===== src/rtl/bref_pkg.sv =====
package bref_pkg;
   // Refresh group; the period of a group is the base period shifted left by its value.
   typedef enum logic [1:0] {
      GRP_HOT  = 2'd0,
      GRP_WARM = 2'd1,
      GRP_MILD = 2'd2,
      GRP_COOL = 2'd3
   } grp_e;

   localparam int unsigned NUM_GRPS = 4;
endpackage


===== src/rtl/bref_classifier.sv =====
module bref_classifier #(
   parameter int unsigned TEMP_W = 8
) (
   input  logic [TEMP_W-1:0] temp_i,
   input  logic [TEMP_W-1:0] thr_lo_i,
   input  logic [TEMP_W-1:0] thr_mid_i,
   input  logic [TEMP_W-1:0] thr_hi_i,
   output bref_pkg::grp_e    grp_o
);
   // The highest threshold wins: test from the hottest group down.
   always_comb begin
      if (temp_i >= thr_hi_i)       grp_o = bref_pkg::GRP_HOT;
      else if (temp_i >= thr_mid_i) grp_o = bref_pkg::GRP_WARM;
      else if (temp_i >= thr_lo_i)  grp_o = bref_pkg::GRP_MILD;
      else                          grp_o = bref_pkg::GRP_COOL;
   end
endmodule


===== src/rtl/bref_bank_timer.sv =====
module bref_bank_timer #(
   parameter int unsigned BASE_PERIOD = 8000,
   parameter int unsigned CNT_W       = 16
) (
   input  logic           clk_i,
   input  logic           rst_ni,
   input  logic           tick_i,
   input  bref_pkg::grp_e grp_i,
   input  logic           served_i,
   output logic           pend_o,
   output logic           ovf_o
);
   localparam logic [CNT_W-1:0] MAX_PERIOD = CNT_W'(BASE_PERIOD * bref_pkg::NUM_GRPS * 2);

   logic [CNT_W-1:0] cnt_q, period, dec;
   logic             expire;

   assign period = CNT_W'(BASE_PERIOD) << grp_i;
   assign expire = tick_i && (cnt_q == CNT_W'(1));
   assign dec    = tick_i ? cnt_q - CNT_W'(1) : cnt_q;

   always_ff @(posedge clk_i or negedge rst_ni) begin
      if (!rst_ni) begin
         cnt_q  <= MAX_PERIOD;
         pend_o <= 1'b0;
         ovf_o  <= 1'b0;
      end else if (served_i) begin
         cnt_q  <= period;
         pend_o <= 1'b0;
      end else if (expire) begin
         cnt_q  <= period;
         pend_o <= 1'b1;
         if (pend_o) ovf_o <= 1'b1;
      end else begin
         // A shorter period cuts the remaining count; a longer one waits for the reload.
         cnt_q <= (dec > period) ? period : dec;
      end
   end
endmodule


===== src/rtl/bref_rr_pick.sv =====
module bref_rr_pick #(
   parameter int unsigned NUM_BANKS = 8,
   parameter int unsigned BW        = 3
) (
   input  logic                 clk_i,
   input  logic                 rst_ni,
   input  logic [NUM_BANKS-1:0] pend_i,
   input  logic                 ack_i,
   output logic                 req_valid_o,
   output logic [BW-1:0]        req_bank_o,
   output logic [NUM_BANKS-1:0] served_o
);
   logic [BW-1:0] last_q, pick;
   logic          found;

   always_comb begin
      pick  = '0;
      found = 1'b0;
      for (int k = 1; k <= int'(NUM_BANKS); k++) begin
         if (!found && pend_i[(int'(last_q) + k) % int'(NUM_BANKS)]) begin
            found = 1'b1;
            pick  = BW'((int'(last_q) + k) % int'(NUM_BANKS));
         end
      end
   end

   always_comb begin
      for (int i = 0; i < int'(NUM_BANKS); i++)
         served_o[i] = req_valid_o && ack_i && (req_bank_o == BW'(i));
   end

   always_ff @(posedge clk_i or negedge rst_ni) begin
      if (!rst_ni) begin
         req_valid_o <= 1'b0;
         req_bank_o  <= '0;
         last_q      <= BW'(NUM_BANKS - 1);
      end else if (!req_valid_o) begin
         if (found) begin
            req_valid_o <= 1'b1;
            req_bank_o  <= pick;
         end
      end else if (ack_i) begin
         req_valid_o <= 1'b0;
         last_q      <= req_bank_o;
      end
   end
endmodule


===== src/rtl/bref_sched.sv =====
module bref_sched #(
   parameter int unsigned NUM_BANKS   = 8,
   parameter int unsigned TEMP_W      = 8,
   parameter int unsigned BASE_PERIOD = 8000,
   localparam int unsigned BW    = (NUM_BANKS > 1) ? $clog2(NUM_BANKS) : 1,
   localparam int unsigned CNT_W = $clog2(BASE_PERIOD * 8 + 1)
) (
   input  logic                        clk_i,
   input  logic                        rst_ni,
   input  logic                        tick_i,
   input  logic [NUM_BANKS*TEMP_W-1:0] temp_i,
   input  logic [TEMP_W-1:0]           thr_lo_i,
   input  logic [TEMP_W-1:0]           thr_mid_i,
   input  logic [TEMP_W-1:0]           thr_hi_i,
   input  logic                        ack_i,
   output logic                        req_valid_o,
   output logic [BW-1:0]               req_bank_o,
   output logic [NUM_BANKS-1:0]        pend_o,
   output logic [NUM_BANKS-1:0]        ovf_o,
   output logic [2*NUM_BANKS-1:0]      grp_o
);
   if (NUM_BANKS < 2) begin : g_bad_banks
      $error("bref_sched: NUM_BANKS must be at least 2");
   end
   if (TEMP_W < 2) begin : g_bad_temp
      $error("bref_sched: TEMP_W must be at least 2");
   end
   if (BASE_PERIOD < 2) begin : g_bad_period
      $error("bref_sched: BASE_PERIOD must be at least 2");
   end

   bref_pkg::grp_e       grp [NUM_BANKS];
   logic [NUM_BANKS-1:0] served;

   for (genvar b = 0; b < NUM_BANKS; b++) begin : g_bank
      bref_classifier #(.TEMP_W(TEMP_W)) u_cls (
         .temp_i   (temp_i[b*TEMP_W +: TEMP_W]),
         .thr_lo_i (thr_lo_i),
         .thr_mid_i(thr_mid_i),
         .thr_hi_i (thr_hi_i),
         .grp_o    (grp[b])
      );
      assign grp_o[2*b +: 2] = grp[b];

      bref_bank_timer #(.BASE_PERIOD(BASE_PERIOD), .CNT_W(CNT_W)) u_tmr (
         .clk_i   (clk_i),
         .rst_ni  (rst_ni),
         .tick_i  (tick_i),
         .grp_i   (grp[b]),
         .served_i(served[b]),
         .pend_o  (pend_o[b]),
         .ovf_o   (ovf_o[b])
      );
   end

   bref_rr_pick #(.NUM_BANKS(NUM_BANKS), .BW(BW)) u_pick (
      .clk_i      (clk_i),
      .rst_ni     (rst_ni),
      .pend_i     (pend_o),
      .ack_i      (ack_i),
      .req_valid_o(req_valid_o),
      .req_bank_o (req_bank_o),
      .served_o   (served)
   );
endmodule


===== config.mk =====
export PLATFORM = sky130hd
export DESIGN_NAME = bref_sched
export DESIGN_NICKNAME = d
export VERILOG_FILES = /design/src/rtl/bref_pkg.sv /design/src/rtl/bref_classifier.sv /design/src/rtl/bref_bank_timer.sv /design/src/rtl/bref_rr_pick.sv /design/src/rtl/bref_sched.sv
export SDC_FILE = /design/constraint.sdc
export NUM_CORES = 1
export LEC_CHECK = 0
export BUFFER_PORTS_ARGS = -buffer_cell sky130_fd_sc_hd__buf_2
export CAP_MARGIN = 20
export CORE_ASPECT_RATIO = 1.5
export CORE_MARGIN = 2
export CORE_UTILIZATION = 49
export DETAILED_ROUTE_END_ITERATION = 7
export GPL_TIMING_DRIVEN = 0
export PLACE_DENSITY = 0.7
export SLEW_MARGIN = 20
export SYNTH_ARGS = -nofsm -noshare
export SYNTH_HDL_FRONTEND = slang
export SYNTH_SLANG_ARGS = --single-unit

===== constraint.sdc =====
create_clock -name clk_i -period 3.54 [get_ports clk_i]
set_input_delay 0.708 -clock clk_i [delete_from_list [all_inputs] [get_ports clk_i]]
set_output_delay 0.708 -clock clk_i [all_outputs]
set_load 0.01 [all_outputs]

==> results.ini, run 1 <==
[cts]
ctsRootBufferMaster=clkbuf_16
cts_htree_levels=4
cts.clk_slew.worst_paths_ns=0.07
hold_buffers=0
insertion_delay_ns=0.45
cts_made_buffers=17
cts_tree=done
clock_path_buffers=2
cts_sinks=151

[synth]
async_flop_share_pct=100
syn_area_per_cell_um2=9.02
ys_types=85
yosysWarnings=0
netlist_instances=1670
synth_area_um2=15100
ys_seq_area_share_pct=25.5
synth_nets=2036
yosys_register_bits=151
synthFlopType=dfrtp_1
synth-edff-count=0

[setup_path]
timing.rr.end=g_bank[0].u_tmr.cnt_q[8]$_DFF_PN0_
r2r_slack_ns=-0.21
crit_fanout=4
arrival_ns=4.29
rr_startpoint=g_bank[0].u_tmr.cnt_q[0]$_DFF_PN0_
cp.required_ns=3.91
path_class=in -> reg
setup.worst_path.start=thr_mid_i[4]
crit_end=g_bank[4].u_tmr.cnt_q[11]$_DFF_PN1_
cp-end-kind=flip-flop
critPathLaunchType=primary input
r2r_cells=15

[global_route]
first_global_vias=14789
antenna_found_initial=0
grt_pass1_wl_um=72300
grt_overflow=0
grt_usage_pct=27.8
grt_max_degree=91

[drt]
vias=14784
viasPerCell=6.10
ant_nets=0
route.detailed.drc=0
wl_um=51900
initialDrtViolationCount=958
avgRoutedWirePerCell_um=21.4
drtPass1Iterations=5

[sta]
fin_crit_ns=3.92
setup_viol=116
rsz0062_at_grt=true
tightest_slew_ns=0.993
finalHoldViolCount=0
relSlewSlack_pct=33.5
period_share_pct=111
timing.final.ws_setup_ns=-0.385
hold_ws_ns=0.191
finalClockSkew_ns=0.00872
slew_violations=0
fmax_mhz=255

[place]
dp_hpwl_um=31400
portBuffers=126
place_area_um2=16700
gp_congestion=0.895

[die]
rows=78
die_area_um2=32200
initial_utilization_pct=49.8
design.core.area_um2=30300
io_pins=128
die_w_um=147
die_h_um=219

[job]
drv_cap=0

[layout]
n_antenna_cell=0
final_area_um2=21400
syn2layout_area_growth_pct=42.2
drive_above_1_share_pct=44.2
nets=2377

[hold_path]
hold_path.class=in -> async

[status]
status=finished with violations
violations=setup timing

[power_and_ir_drop]
leakagePower_uw=0.00951
vdd_drop_max_uv=380
power_density_nw_per_um2=709

==> critical path, cell delays in order <==
cell,delay (ns)
buf_6,0.08
clkinvlp_4,0.20
buf_6,0.19
ha_2,0.17
a211oi_2,0.32
o211ai_1,0.22
a21oi_2,0.29
buf_4,0.15
buf_4,0.14
nand3_2,0.11
inv_1,0.12
ha_4,0.15
nand2_1,0.07
nor3_2,0.18
nand4_1,0.18
nor4_4,0.37
o21ai_4,0.13
buf_6,0.16
or3b_4,0.36
==> how the worst min path moves through the flow <==
stage,from,endpoint
2_1_floorplan,rst_ni,g_bank[0].u_tmr.cnt_q[0]$_DFF_PN0_
3_3_place_gp,g_bank[7].u_tmr.ovf_o$_DFFE_PN0P_,g_bank[7].u_tmr.ovf_o$_DFFE_PN0P_
3_5_place_dp,g_bank[2].u_tmr.ovf_o$_DFFE_PN0P_,g_bank[2].u_tmr.ovf_o$_DFFE_PN0P_
4_1_cts,rst_ni,g_bank[3].u_tmr.cnt_q[10]$_DFF_PN0_
5_1_grt,rst_ni,g_bank[1].u_tmr.cnt_q[8]$_DFF_PN0_
6_report,rst_ni,g_bank[3].u_tmr.cnt_q[10]$_DFF_PN0_
==> cells by family after synthesis <==
kind of cell / Yosys count / share of synthesized area, %
flops: 151 / 25.5
compound gates: 334 / 14.7
simple gates: 562 / 19.6
buf+inv: 160 / 4.68
mux: 70 / 5.79
fa+ha+maj: 274 / 22.7
xor+xnor: 119 / 6.92
==> synthesized netlist by cell type, drive strengths merged, types with 6 or more instances <==
library cell  number  area [um2]
nor2             142         536
a22oi              9        72.6
mux2              49         574
buf               33         229
o31ai              7        62.6
mux2i             14         140
or3               24         150
and3              12        75.1
or4                9        86.3
nor4              33         240
nand2b            44         275
o21ai             59         303
a2111oi            8        70.1
xor2              58         508
a21o              47         353
mux4               7         158
dfstp             51        1340
o21a              27         203
o211ai            10        80.1
nand3b            18         135
nand2            108         408
clkbuf            12        45.0
nor3              56         285
inv              115         432
a31oi             12        75.1
or2                6        37.5
xnor2             61         534
dfrtp            100        2500
nor2b             17         106
a31o              11        96.3
and2              10        62.6
nand4             11        68.8
ha               274        3430
a211oi            29         238
nand3             50         250
a21oi             91         455
==> state kept, by name, summed over array words and instances (netlist names) <==
signal,count
u_pick.req_bank_o,3
g_bank.u_tmr.cnt_q,128
u_pick.last_q,3
g_bank.u_tmr.pend_o,8
u_pick.req_valid_o,1
g_bank.u_tmr.ovf_o,8
==> report_power, final <==
group | switching [uW] | total (uW) | leakage, uW | internal (uW)
clock network | 805 | 1940 | 0.000286 | 1140
logic | 4970 | 10100 | 0.00743 | 5110
registers | 712 | 3170 | 0.00180 | 2460
==> stage by stage <==
step	instances	setup TNS [ns]	util, %	total power (uW)	setup WS (ns)
floorplan	1670	-15.55	-	8140	-0.351
global route	2424	-35.88	70.8	16100	-0.444
global placement	2196	-154.48	54.9	9500	-1.14
CTS	2371	-9.29	64.4	13200	-0.230
detailed placement	2197	-113.42	55.0	9710	-1.22
finish	2424	-23.00	70.8	15200	-0.385
==> repair_timing <==
item                                    4_1_cts  5_1_grt
gates resized for setup                     224      305
setup buffers                               143       59
endpoints found under the setup margin      135      132
cloned                                        4        0
pin swaps                                   106      160
==> final cells by class <==
class / count / area (um2)
Buffer: 38 / 298
Clock buffer: 19 / 443
Clock inverter: 13 / 173
Fill cell: 2022 / 8830
Inverter: 115 / 526
Multi-Input combinational cell: 1359 / 12900
Sequential cell: 151 / 3850
Tap cell: 400 / 500
Timing Repair Buffer: 329 / 2690
==> cell usage in the layout (no fill, tap or decap), types with 39 or more instances in the layout <==
master,instances
ha_1,210
nand2_1,88
inv_1,75
xnor2_1,54
ha_4,60
nand3_1,39
xor2_1,57
dfstp_2,51
buf_2,113
nor2_1,97
buf_6,81
buf_4,138
dfrtp_1,95
a21oi_1,51
a21o_1,47
==> routing by layer <==
layer / track usage, % / vias up / share of wire, %
met3: 4.51 / 270 / 4.8
met5: 0 / - / 0
met1: 29.2 / 7157 / 35
met4: 14.3 / 0 / 7.7
li1: - / 6723 / -
met2: 52.8 / 634 / 52
(Power assumes the default switching activity.)
==> run 2, diff against run 1 <==
--- a/config.mk
+++ b/config.mk
@@ -5,14 +5,14 @@
 export SDC_FILE = /design/constraint.sdc
 export NUM_CORES = 1
 export LEC_CHECK = 0
-export BUFFER_PORTS_ARGS = -buffer_cell sky130_fd_sc_hd__buf_2
+export BUFFER_PORTS_ARGS = -buffer_cell sky130_fd_sc_hd__buf_4
 export CAP_MARGIN = 20
 export CORE_ASPECT_RATIO = 1.5
 export CORE_MARGIN = 2
 export CORE_UTILIZATION = 49
 export DETAILED_ROUTE_END_ITERATION = 7
 export GPL_TIMING_DRIVEN = 0
-export PLACE_DENSITY = 0.7
+export PLACE_DENSITY = 0.67
 export SLEW_MARGIN = 20
 export SYNTH_ARGS = -nofsm -noshare
 export SYNTH_HDL_FRONTEND = slang
==> constraint.sdc (replaced) <==
create_clock -name clk_i -period 4.7 [get_ports clk_i]
set_input_delay 0.94 -clock clk_i [delete_from_list [all_inputs] [get_ports clk_i]]
set_output_delay 0.94 -clock clk_i [all_outputs]
set_load 0.01 [all_outputs]
==> results.ini, run 2 (synthesized netlist as in run 1, its figures left out) <==
[global_route]
antenna_found_initial=2  ; was 0
first_global_vias=13243  ; was 14789
grt_overflow=0  ; unchanged
grt_usage_pct=25.8  ; was 27.8%
grt_pass1_wl_um=66300  ; was 72300 um
grt_max_degree=84  ; was 91

[die]
die_h_um=219  ; unchanged
design.core.area_um2=30300  ; unchanged
initial_utilization_pct=49.8  ; unchanged
rows=78  ; unchanged
die_w_um=147  ; unchanged
die_area_um2=32200  ; unchanged
io_pins=128  ; unchanged

[setup_path]
cp_slowest_cell=or3_1  ; was nor4_4
arrival_ns=4.88  ; was 4.29 ns
r2r_slack_ns=0.44  ; was -0.21 ns
path_class=in -> reg  ; unchanged
r2r_cells=15  ; unchanged
critPathLaunchType=primary input  ; unchanged
path_cells=buf_4 > inv_1 > ha_1 > nand3_1 > o21ai_0 > a31o_2 > or2_2 > inv_1 > and2_4 > inv_1 > ha_1 > and3_1 > o2111a_1 > or3_1 > a221oi_2 > o21ai_2 > buf_6 > o22a_1  ; was buf_6 > clkinvlp_4 > buf_6 > ha_2 > a211oi_2 > o211ai_1 > a21oi_2 > buf_4 > buf_4 > nand3_2 > inv_1 > ha_4 > nand2_1 > nor3_2 > nand4_1 > nor4_4 > o21ai_4 > buf_6 > or3b_4
path_common_cell=inv_1  ; was buf_6
crit_fanout=10  ; was 4
worst_path_largest_cell_delay_ns=0.41  ; was 0.37 ns
cp.required_ns=5.02  ; was 3.91 ns
cp-end-kind=flip-flop  ; unchanged

[layout]
drive_above_1_share_pct=20.4  ; was 44.2%
final_area_um2=17500  ; was 21400 um2
nets=2198  ; was 2377
syn2layout_area_growth_pct=16.0  ; was 42.2%
layout_common_cells=ha_1 (274), buf_4 (158), nor2_1 (139), inv_1 (108), nand2_1 (106)  ; was ha_1 (210), buf_4 (138), buf_2 (113), nor2_1 (97), dfrtp_1 (95)
fin_util_pct=57.8  ; was 70.8%
largest_reg_flops=128  ; unchanged
top_regs=g_bank.u_tmr.cnt_q x128, g_bank.u_tmr.ovf_o x8, g_bank.u_tmr.pend_o x8  ; unchanged
layout_commonest_cell=ha_1  ; unchanged
regMostFlops=g_bank.u_tmr.cnt_q  ; unchanged
final_cells=2247  ; was 2424

[drt]
vias=12968  ; was 14784
wl_um=41300  ; was 51900 um
drtPass1Iterations=5  ; unchanged
viasPerCell=5.77  ; was 6.10
avgRoutedWirePerCell_um=18.4  ; was 21.4 um
initialDrtViolationCount=463  ; was 958
route.detailed.drc=0  ; unchanged
ant_nets=0  ; unchanged

[power_and_ir_drop]
seq_power_share_pct=27.2  ; was 20.9%
vdd_drop_max_uv=297  ; was 380 uV
power_density_nw_per_um2=491  ; was 709 nW/um2
switching_share_pct=43.3  ; was 42.7%
comb_power_share_pct=56.4  ; was 66.3%
internal-power_uw=4870  ; was 8700 uW
leakagePower_uw=0.00815  ; was 0.00951 uW
p_switching_uw=3720  ; was 6490 uW
clockPowerShare_pct=16.4  ; was 12.8%

[sta]
fmax_mhz=219
setup_viol=0  ; was 116
tightest_slew_ns=0.910  ; was 0.993 ns
finalClockSkew_ns=0.00852  ; was 0.00872 ns
relSlewSlack_pct=39.1  ; was 33.5%
tns_ns=0  ; was -23.00 ns
slew_violations=0  ; unchanged
finalHoldViolCount=0  ; unchanged
period_share_pct=97.0
fin_crit_ns=4.56
timing.final.ws_setup_ns=0.141  ; was -0.385 ns

[cts]
cts_htree_levels=4  ; unchanged
cts_sinks=151  ; unchanged
ctsRootBufferMaster=clkbuf_16  ; unchanged
cts_tree=done  ; unchanged
cts_made_buffers=17  ; unchanged
clock_path_buffers=2  ; unchanged
cts.clk_slew.worst_paths_ns=0.06  ; was 0.07 ns
insertion_delay_ns=0.44  ; was 0.45 ns

[place]
dp.cells=2197  ; unchanged
dp_hpwl_um=32100  ; was 31400 um
dp_slack_ns=-0.873  ; was -1.22 ns
portBuffers=126  ; unchanged
gp_congestion=0.882  ; was 0.895
place_area_um2=16600  ; was 16700 um2

[job]
drv_cap=0  ; unchanged

[status]
status=completed  ; was finished with violations

[hold_path]
hold_path.class=in -> async  ; unchanged

==> run 2: changes by cell type in the layout (fill, tap and decap cells not counted), sizes merged <==
| cell | change |
|---|---|
| diode | +2 |
| clkinvlp | -13 |
| buf | -181 |
| clkinv | +1 |
| inv | +15 |
| bufinv | -1 |
==> run 2: final timing paths <==
path | to | start
worst min-delay path | g_bank[5].u_tmr.cnt_q[6]$_DFF_PN0_ | rst_ni
worst max-delay path | g_bank[0].u_tmr.cnt_q[8]$_DFF_PN0_ | thr_mid_i[3]
worst max register to register | g_bank[4].u_tmr.cnt_q[13]$_DFF_PN1_ | g_bank[4].u_tmr.cnt_q[2]$_DFF_PN0_
min in group clk_i | g_bank[1].u_tmr.ovf_o$_DFFE_PN0P_ | g_bank[1].u_tmr.ovf_o$_DFFE_PN0P_
max in group asynchronous | g_bank[4].u_tmr.cnt_q[11]$_DFF_PN1_ | rst_ni
worst min register to register | g_bank[1].u_tmr.ovf_o$_DFFE_PN0P_ | g_bank[1].u_tmr.ovf_o$_DFFE_PN0P_
==> run 2: metal layers <==
layer / up-vias / global-route usage [%] / wire (um)
met4: 0 / 14.3 / 2030
met5: - / 0 / 0
met3: 100 / 3.99 / 1310
met2: 235 / 47.9 / 21600
met1: 6262 / 28.0 / 16400
li1: 6371 / - / -
==> run 2: layout make-up <==
class | instances | area [um2]
Antenna cell | 2 | 5.00
Buffer | 45 | 279
Clock buffer | 17 | 425
Clock inverter | 15 | 170
Fill cell | 2780 | 12800
Inverter | 115 | 458
Multi-Input combinational cell | 1359 | 10700
Sequential cell | 151 | 3840
Tap cell | 400 | 500
Timing Repair Buffer | 143 | 1130
==> run 2: repair_timing <==
action	CTS	global route
setup buffers	6	10
endpoints found under the setup margin	69	81
resized for setup	13	28
pin swaps	1	2
hold buffers	0	0
==> run 2: stage by stage <==
step                      power, uW  hold slack (ns)
final                          8580            0.429
after global placement         6900            0.455
after floorplan                5830            0.432
after detailed placement       7040            0.460
after global routing           9290            0.487
after CTS                      8530            0.470
==> run 2: power groups by stage <==
stage / clock [uW] / sequential (uW) / combinational [uW]
after floorplan: 0 / 2230 / 3600
after CTS: 1430 / 2330 / 4760
after detailed placement: 0 / 2350 / 4690
after global routing: 1490 / 2400 / 5400
after global placement: 0 / 2320 / 4580
final: 1410 / 2340 / 4840
==> run 2: critical path, delay by kind of cell <==
family                   cells  cell delay (ns)
adder cells (fa/ha/maj)      2             0.64
buffers and inverters        5             0.87
AND/OR/NAND/NOR              5             1.21
AO/OA/AOI/OAI                6             1.22
==> run 3, diff against run 2 <==
--- a/config.mk
+++ b/config.mk
@@ -16,4 +16,5 @@
 export SLEW_MARGIN = 20
 export SYNTH_ARGS = -nofsm -noshare
 export SYNTH_HDL_FRONTEND = slang
+export SYNTH_HIERARCHICAL = 1
 export SYNTH_SLANG_ARGS = --single-unit
==> results.ini, run 3 <==
[status]
status=completed  ; unchanged

[global_route]
antenna_found_initial=0  ; was 2
grt_max_degree=97  ; was 84
grt_usage_pct=24.5  ; was 25.8%
busiest_layer=met2  ; unchanged
use_met3_pct=4.03  ; was 3.99%
first_global_vias=14166  ; was 13243
gr-usage-met1_pct=26.3  ; was 28.0%
grt_overflow=0  ; unchanged
grt_pass1_wl_um=69600  ; was 66300 um
grt_use_met2_pct=45.6  ; was 47.9%

[layout]
drive_above_1_share_pct=21.9  ; was 20.4%
fin_util_pct=56.8  ; was 57.8%
n_antenna_cell=0  ; was 2
sequential_cell_area_um2=3840  ; unchanged
nets=2301  ; was 2198
top_regs=g_bank.u_tmr/cnt_q x128, g_bank.u_tmr/ovf_o x8, g_bank.u_tmr/pend_o x8  ; was g_bank.u_tmr.cnt_q x128, g_bank.u_tmr.ovf_o x8, g_bank.u_tmr.pend_o x8
final_area_um2=18900  ; was 17500 um2
multi_input_area_um2=11600  ; was 10700 um2
regMostFlops=g_bank.u_tmr/cnt_q  ; was g_bank.u_tmr.cnt_q
largest_reg_flops=128  ; unchanged
fillers=2929  ; was 2780
final_cells=2368  ; was 2247
layout_commonest_cell=inv_1  ; was ha_1
syn2layout_area_growth_pct=14.5  ; was 16.0%
layout_common_cells=inv_1 (290), ha_1 (274), buf_4 (140), nand2_1 (134), nor2_1 (106)  ; was ha_1 (274), buf_4 (158), nor2_1 (139), inv_1 (108), nand2_1 (106)

[die]
rows=82  ; was 78
die_h_um=229  ; was 219 um
design.core.area_um2=33300  ; was 30300 um2
io_pins=128  ; unchanged
die_area_um2=35300  ; was 32200 um2
initial_utilization_pct=49.6  ; was 49.8%
die_w_um=154  ; was 147 um

[place]
portBuffers=126  ; unchanged
gp_congestion=0.894  ; was 0.882
place_area_um2=18000  ; was 16600 um2
dp_hpwl_um=34100  ; was 32100 um
dp.cells=2330  ; was 2197

[synth]
netlist_instances=1783  ; was 1670
ys_seq_area_share_pct=23.2  ; was 25.5%
yosys_register_bits=151  ; unchanged
syn_area_per_cell_um2=9.28  ; was 9.02 um2
yosysMostFrequentCell=inv_1  ; was ha_1
ys_types=69  ; was 85
yosysWarnings=6  ; was 0
yosys.area.top_type=ha_1  ; unchanged
synthTopCellsByCount=inv_1 (291), ha_1 (274), nand2_1 (134)  ; was ha_1 (274), nor2_1 (141), inv_1 (115)
async_flop_share_pct=100  ; unchanged
synth_area_um2=16500  ; was 15100 um2
synth_nets=2149  ; was 2036
synthFlopType=dfrtp_1  ; unchanged
netlist.area_leader.share_pct=20.7  ; was 22.7%
yosys-top-cells-area=ha_1 (21%), dfrtp_1 (15%), dfstp_2 (8.1%), inv_1 (6.6%), xnor2_1 (5.2%)  ; was ha_1 (23%), dfrtp_1 (17%), dfstp_2 (8.9%), xnor2_1 (3.5%), nor2_1 (3.5%)
synth-edff-count=0  ; unchanged

[power_and_ir_drop]
leakagePower_uw=0.00952  ; was 0.00815 uW
power_density_nw_per_um2=553  ; was 491 nW/um2
vdd_drop_max_uv=287  ; was 297 uV

[sta]
tns_ns=0  ; unchanged
finalHoldViolCount=0  ; unchanged
period_share_pct=96.6  ; was 97.0%
tightest_slew_ns=0.773  ; was 0.910 ns
relSlewSlack_pct=48.1  ; was 39.1%
hold_ws_ns=0.413  ; was 0.429 ns
setup_viol=0  ; unchanged
fin_crit_ns=4.54  ; was 4.56 ns
fmax_mhz=220  ; was 219 MHz
finalClockSkew_ns=0.0127  ; was 0.00852 ns
slew_violations=0  ; unchanged

[setup_path]
path_class=in -> reg  ; unchanged
setup.worst_path.start=temp_i[48]  ; was thr_mid_i[3]
crit_fanout=10  ; unchanged
critPathLaunchType=primary input  ; unchanged
arrival_ns=4.85  ; was 4.88 ns
cp.required_ns=5.01  ; was 5.02 ns
cp-end-kind=flip-flop  ; unchanged
r2r_cells=11  ; was 15
rr_startpoint=g_bank[1].u_tmr/cnt_q[4]$_DFF_PN0_  ; was g_bank[4].u_tmr.cnt_q[2]$_DFF_PN0_

[cts]
cts_sinks=151  ; unchanged
clock_path_buffers=2  ; unchanged
cts.clk_slew.worst_paths_ns=0.07  ; was 0.06 ns
cts_htree_levels=4  ; unchanged
insertion_delay_ns=0.44  ; about the same
ctsRootBufferMaster=clkbuf_16  ; unchanged
cts_tree=done  ; unchanged
cts_made_buffers=17  ; unchanged

[drt]
initialDrtViolationCount=554  ; was 463
drtPass1Iterations=5  ; unchanged
vias=13688  ; was 12968
wl_um=42800  ; was 41300 um
viasPerCell=5.78  ; was 5.77
avgRoutedWirePerCell_um=18.1  ; was 18.4 um
ant_nets=0  ; unchanged
route.detailed.drc=0  ; unchanged

[job]
drv_cap=0  ; unchanged

[hold_path]
hold_path.class=in -> async  ; unchanged

==> run 3: worst paths after layout <==
kind                                                       end  slack, ns
max                         g_bank[6].u_tmr/cnt_q[8]$_DFF_PN0_       0.16
min                         g_bank[7].u_tmr/cnt_q[8]$_DFF_PN0_       0.41
max reg2reg                g_bank[1].u_tmr/cnt_q[10]$_DFF_PN0_       1.07
min reg2reg                  g_bank[0].u_tmr/ovf_o$_DFFE_PN0P_       0.47
max in group asynchronous  g_bank[3].u_tmr/cnt_q[13]$_DFF_PN1_       3.41
min in group clk_i           g_bank[0].u_tmr/ovf_o$_DFFE_PN0P_       0.47
==> run 3: kinds of logic after synthesis <==
group | Yosys count | synth area share (%)
adder cells (fa/ha/maj) | 274 | 20.7
buffers and inverters | 321 | 7.92
multiplexers | 88 | 7.75
flip-flops | 151 | 23.2
XOR/XNOR | 124 | 6.56
AO/OA/AOI/OAI | 281 | 14.5
AND/OR/NAND/NOR | 544 | 19.3
==> run 3: power by group <==
part / switching (uW) / internal, uW
logic: 3380 / 3120
registers: 626 / 1900
clock network: 581 / 869
total: 4590 / 5890
==> run 3: critical path, stage by stage <==
cell	delay [ns]
buf_4	0.11
inv_1	0.11
ha_1	0.24
nand2b_1	0.14
a21o_1	0.20
a2111oi_2	0.41
o31a_1	0.22
a21boi_4	0.27
inv_1	0.14
nand2_1	0.11
inv_1	0.05
ha_1	0.28
nand2_1	0.10
or4_1	0.59
nor4_4	0.35
a22oi_4	0.11
buf_6	0.19
mux2_4	0.30
==> run 3: metrics by stage <==
stage | setup slack (ns) | power [uW]
final | 0.160 | 10500
after global routing | -0.0208 | 11300
after CTS | 0.0179 | 10400
after detailed placement | -0.649 | 8830
after global placement | -0.529 | 8660
after floorplan | 0.119 | 7340
==> run 3: area by class of cell <==
type	count	area share [%]
multi-input combinational	1311	61.3
sequential	151	20.3
inverter	291	5.77
timing repair buffer	133	5.42
tap	420	2.77
clock buffer	19	2.39
buffer	30	1.17
clock inverter	13	0.892
==> run 3: routing by layer <==
metal / wire (um) / share of wire (%)
met5: 0 / 0
met4: 2160 / 5.0
met3: 1800 / 4.2
met2: 22200 / 52
met1: 16700 / 39
==> run 3: timing repair <==
item	CTS	global route
endpoints found under the setup margin	23	69
pin swaps	0	7
gates resized for setup	4	42
hold buffers	0	0
buffers inserted	0	6
